[src/rtl/nandr_pkg.sv]
package nandr_pkg;

  typedef enum logic [1:0] {
    MD_IDLE  = 2'd0,
    MD_LOW   = 2'd1,
    MD_HIGH  = 2'd2,
    MD_SPARE = 2'd3
  } rd_mode_e;

  localparam logic [7:0] OP_RESET    = 8'hFF;
  localparam logic [7:0] OP_RD_LOW   = 8'h00;
  localparam logic [7:0] OP_RD_HIGH  = 8'h01;
  localparam logic [7:0] OP_RD_SPARE = 8'h50;

  localparam logic [7:0] FILL_SALT   = 8'h5A;
  localparam logic [7:0] ERASED_BYTE = 8'hFF;

  // pattern byte of the computed image: XOR of all pointer bytes and a salt
  function automatic logic [7:0] fold_byte(input logic [31:0] p);
    return p[7:0] ^ p[15:8] ^ p[23:16] ^ p[31:24] ^ FILL_SALT;
  endfunction

endpackage

[src/rtl/nandr_dev_core.sv]
module nandr_dev_core #(
  parameter int PTR_W       = 16,
  parameter int PAGE_BYTES  = 528,
  parameter int PLANE_PAGES = 256,
  parameter int HALF_COL    = 256
) (
  input  logic             clk,
  input  logic             rst_n,
  input  logic             cmd_ev,
  input  logic             addr_ev,
  input  logic             rd_ev,
  input  logic             rel_sel,
  input  logic [7:0]       byte_in,
  output logic [PTR_W-1:0] ptr,
  output logic             ready,
  output logic             err
);
  import nandr_pkg::*;

  localparam int ROW_HI = PAGE_BYTES * PLANE_PAGES;
  localparam int ROW_LO = PAGE_BYTES;

  rd_mode_e         mode_q, mode_d;
  logic [1:0]       cyc_q, cyc_d;
  logic [PTR_W-1:0] ptr_q, ptr_d;
  logic             err_q, err_d;
  logic             rdy_q, rdy_d;
  logic [31:0]      ptr_w, col_w, off_w;

  always_comb begin
    ptr_w = 32'(ptr_q);
    case (mode_q)
      MD_HIGH:  off_w = 32'(HALF_COL);
      MD_SPARE: off_w = 32'(2 * HALF_COL);
      default:  off_w = 32'd0;
    endcase
    col_w  = 32'(byte_in) | off_w;
    mode_d = mode_q;
    cyc_d  = cyc_q;
    ptr_d  = ptr_q;
    err_d  = err_q;
    rdy_d  = rdy_q | rel_sel;
    if (cmd_ev) begin
      case (byte_in)
        OP_RESET:    mode_d = MD_IDLE;
        OP_RD_LOW:   begin mode_d = MD_LOW;   cyc_d = 2'd0; end
        OP_RD_HIGH:  begin mode_d = MD_HIGH;  cyc_d = 2'd0; end
        OP_RD_SPARE: begin mode_d = MD_SPARE; cyc_d = 2'd0; end
        default:     err_d = 1'b1;
      endcase
    end else if (addr_ev) begin
      if (mode_q == MD_IDLE) begin
        err_d = 1'b1;
      end else begin
        case (cyc_q)
          2'd0: begin ptr_d = PTR_W'(col_w); cyc_d = 2'd1; end
          2'd1: begin ptr_d = PTR_W'(ptr_w + 32'(byte_in) * 32'(ROW_HI)); cyc_d = 2'd2; end
          2'd2: begin ptr_d = PTR_W'(ptr_w + 32'(byte_in) * 32'(ROW_LO)); cyc_d = 2'd3; end
          default: err_d = 1'b1;
        endcase
      end
    end else if (rd_ev) begin
      ptr_d = ptr_q + PTR_W'(1);
    end
  end

  always_ff @(posedge clk or negedge rst_n) begin
    if (!rst_n) begin
      mode_q <= MD_IDLE;
      cyc_q  <= 2'd0;
      ptr_q  <= '0;
      err_q  <= 1'b0;
      rdy_q  <= 1'b0;
    end else begin
      mode_q <= mode_d;
      cyc_q  <= cyc_d;
      ptr_q  <= ptr_d;
      err_q  <= err_d;
      rdy_q  <= rdy_d;
    end
  end

  assign ptr   = ptr_q;
  assign ready = rdy_q;
  assign err   = err_q;


  err_sticky_chk: assert property (@(posedge clk) disable iff (!rst_n)
    err_q |=> err_q);


  rdy_hold_chk: assert property (@(posedge clk) disable iff (!rst_n)
    rdy_q |=> rdy_q);


  mode_src_chk: assert property (@(posedge clk) disable iff (!rst_n)
    (mode_q != $past(mode_q)) |-> $past(cmd_ev));


  ptr_src_chk: assert property (@(posedge clk) disable iff (!rst_n)
    (ptr_q != $past(ptr_q)) |-> $past(addr_ev || rd_ev));


  rd_inc_chk: assert property (@(posedge clk) disable iff (!rst_n)
    (rd_ev && !cmd_ev && !addr_ev) |=> (ptr_q == PTR_W'($past(ptr_q) + PTR_W'(1))));

endmodule

[config.mk]
export PLATFORM = sky130hd
export DESIGN_NAME = nandr_dev_core
export DESIGN_NICKNAME = d
export VERILOG_FILES = /design/src/rtl/nandr_pkg.sv /design/src/rtl/nandr_dev_core.sv
export SDC_FILE = /design/constraint.sdc
export NUM_CORES = 1
export LEC_CHECK = 0
export CAP_MARGIN = 20
export CORE_MARGIN = 1
export CORE_UTILIZATION = 36
export DETAILED_ROUTE_END_ITERATION = 10
export DONT_BUFFER_PORTS = 1
export GPL_TIMING_DRIVEN = 0
export SKIP_CTS_REPAIR_TIMING = 1
export SYNTH_ARGS = -nofsm -noshare
export SYNTH_HDL_FRONTEND = slang
export SYNTH_SLANG_ARGS = --single-unit
[constraint.sdc]
create_clock -name clk -period 3.33 [get_ports clk]
set_clock_uncertainty 0.05 [all_clocks]
set_input_delay 0.4995 -clock clk [delete_from_list [all_inputs] [get_ports clk]]
set_output_delay 0.4995 -clock clk [all_outputs]
set_load 0.05 [all_outputs]
==> results.tsv <==
metric	value	unit
die height	81.9	um
number of DRC markers in iteration 0	123	
Final HPWL DP	4.87	mm
clk buf depth	2	
largest area contributor in the netlist	dfrtp_1	
top_reg_cell synth	dfrtp_1	
DP Area	2410	um2
Slew @ Worst Pin	0.837	ns
Peak VDD IR	255	uV
CP bufs+invs	1	
total CTS buffers	3	
run status	complete, no violations	
Clock Latency Late Sink	0.27	ns
DRC	0	
asr flop ratio synth	100	%
YS warnings	0	
switching part of the total	41.6	%
Mapped Nets	323	
IO Pins	32	
clk root buf	clkbuf_8	
Post-synth EDFFs	0	
Final setup violation count	0	
sequential power share	37.8	%
Max Transition Viols Final	0	
synth cell count leaders	a21oi_1, ha_1, dfrtp_1	
Placed Cells incl. Taps	353	
Internal	673	uW
crit-path max cell delay	0.34	ns
Core Area	6030	um2
pin count of the biggest net entering global routing	23	
post-synthesis sequential area ratio	24.0	%
Netlist Area Pre-Place	2300	um2
fin crit period	3.18	ns
routed vias/inst	5.85	
post-route ant nets	0	
fin cells	359	
RSZ-0062 raised after global routing	false	
critical path's most frequent cell	ha_1	
Pleak	1.07	nW
post-route setup TNS	0	ns
CTS tree	done	
CTS sink cnt	22	
initial antenna violation count	0	
most area-consuming cells after synthesis	dfrtp_1, ha_1, a21oi_1	
Crit. End Element	flop	
final instance area	2510	um2
FF+latch count, synth	22	
Crit path max-delay family	adder cells	
multi-input logic area	1670	um2
Hold Crit Class	input pin to flop	
Max Cap Violations	0	
Reg area	551	um2
WL per Instance	17.1	um
Place WS	-0.216	ns
vias in the first global route	2073	
Slew headroom	43.8	%
final hold vios	0	
Comb pwr share	40.0	%
diode count	0	
Site Rows	28	
Switch Pwr	480	uW
Vias	2099	
Fmax	315	MHz
fin nets	330	
CP Launch Type	input pin	
Critical Path Fanout Max	6	
H-tree Lvls	1	
Post-Syn Area per Cell	8.26	um2
Pwr per Cell Area	458	nW/um2
Initial Util	38.1	%
period utilization	95.4	%
CTS clock-pin slew for the worst setup and hold paths	0.09	ns
clock share of power	22.2	%
Die Wd	81.9	um
Critical Path AT	3.29	ns
DRT Wirelength	6.15	mm
share of cells above drive strength 1	8.10	%
die area	6700	um2
Pre-antenna DRT Iters	4	
first-pass GRT wire length	10.1	mm
Layout fillers	606	
grt total ovfl	0	
area share of the largest cell type after synthesis	24.0	%
type of the worst setup path	input pin to flop	
post-route setup slack	0.152	ns
CP cell instances	ha_1, ha_1, ha_1, inv_1, fa_2, xnor2_1, ha_1, and3_1, and3_1, nor2_1, a21bo_2, a21oi_2, xnor2_1, a31o_2	
Port Buffers	0	
Critical Path RT	3.45	ns
P&R area growth vs syn	9.54	%
GR Util All Layers	20.0	%
Yosys cell types	50	
cells after synthesis	278	
GPL Wtd Cong	0.823	
critical path's slowest cell	fa_2	
==> path summary, 6_finish.rpt <==
check                                      from                    to  slack, ns  cells past startpoint
min in group asynchronous                 rst_n    ptr[3]$_DFFE_PN0P_       0.61                      2
max in group asynchronous                 rst_n   ptr[12]$_DFFE_PN0P_       2.48                      2
setup reg to reg             ptr[4]$_DFFE_PN0P_   ptr[14]$_DFFE_PN0P_       0.54                      9
hold / removal                          rel_sel       ready$_DFF_PN0_       0.29                      1
hold reg to reg            cyc_q[0]$_DFFE_PN0P_  cyc_q[0]$_DFFE_PN0P_       0.57                      2
setup / recovery                     byte_in[2]   ptr[15]$_DFFE_PN0P_       0.15                     14
==> per-stage QoR <==
step	hold WS, ns	power [mW]	util (%)
after floorplan	0.154	0.793	-
after global placement	0.154	0.880	40.0
after detailed placement	0.154	0.892	40.0
after CTS	-0.141	1.15	41.2
after global routing	0.279	1.24	41.7
final	0.291	1.15	41.7
==> power groups by stage <==
stage / clock (mW) / combinational, mW / sequential, mW
after CTS: 0.262 / 0.452 / 0.436
final: 0.256 / 0.461 / 0.435
after detailed placement: 0 / 0.450 / 0.442
after global routing: 0.276 / 0.522 / 0.444
after global placement: 0 / 0.440 / 0.440
after floorplan: 0 / 0.368 / 0.425
==> state kept, by name, summed over array words and instances, names as in the netlist <==
signal and count:
cyc_q 2, err 1, mode_q 2, ptr 16
ready 1
==> layout make-up <==
cell class,instances,area share (%)
Tap cell,75,3.73
Clock inverter,1,1.19
Timing Repair Buffer,2,1.19
Sequential cell,22,21.9
Buffer,8,1.54
Multi-Input combinational cell,232,66.4
Inverter,16,2.39
Clock buffer,3,1.64
==> kinds of logic (layout without fill, tap and decap cells) <==
logic type                 after synthesis  count (layout)  share of synthesized area, %
buffers and inverters                   24              30                          4.30
DFF                                     22              22                          24.0
and+or+nand+nor                         92              92                          20.3
AOI/OAI and AO/OA                       88              88                          25.3
xor gates and xnor gates                18              18                          6.87
muxes                                    3               3                          1.36
adders and majority gates               31              31                          17.9
==> cell usage in the layout (no fill, tap or decap), drive strengths merged, types with 2 or more instances in the layout <==
| cell | synthesis | final |
|---|---|---|
| nor2 | 17 | 17 |
| xnor2 | 15 | 15 |
| a221o | 5 | 5 |
| dfrtp | 22 | 22 |
| o221ai | 2 | 2 |
| o21bai | 2 | 2 |
| xor2 | 3 | 3 |
| a21oi | 28 | 28 |
| clkbuf | 6 | 9 |
| buf | 2 | 3 |
| nor3 | 11 | 11 |
| o22a | 2 | 2 |
| inv | 16 | 16 |
| and3 | 11 | 11 |
| ha | 28 | 28 |
| nand2 | 20 | 20 |
| mux2i | 2 | 2 |
| nand2b | 4 | 4 |
| a22oi | 3 | 3 |
| o22ai | 3 | 3 |
| a211oi | 3 | 3 |
| a21o | 8 | 8 |
| a31o | 2 | 2 |
| nor2b | 5 | 5 |
| o21ai | 18 | 18 |
| nand4 | 3 | 3 |
| or3 | 3 | 3 |
| o31ai | 2 | 2 |
| or2 | 4 | 4 |
| fa | 3 | 3 |
| nand3 | 11 | 11 |
==> per-layer routing <==
metal	global-route usage (%)	wire, um	part of all wire (%)	vias to the layer above
li1	-	-	-	1036
met1	26.6	2850	46	1009
met2	33.2	2880	47	50
met3	3.67	377	6.1	4
met4	4.74	41	0.67	0
met5	0	0	0	-
Note: power is estimated with default switching activity, not from simulation.
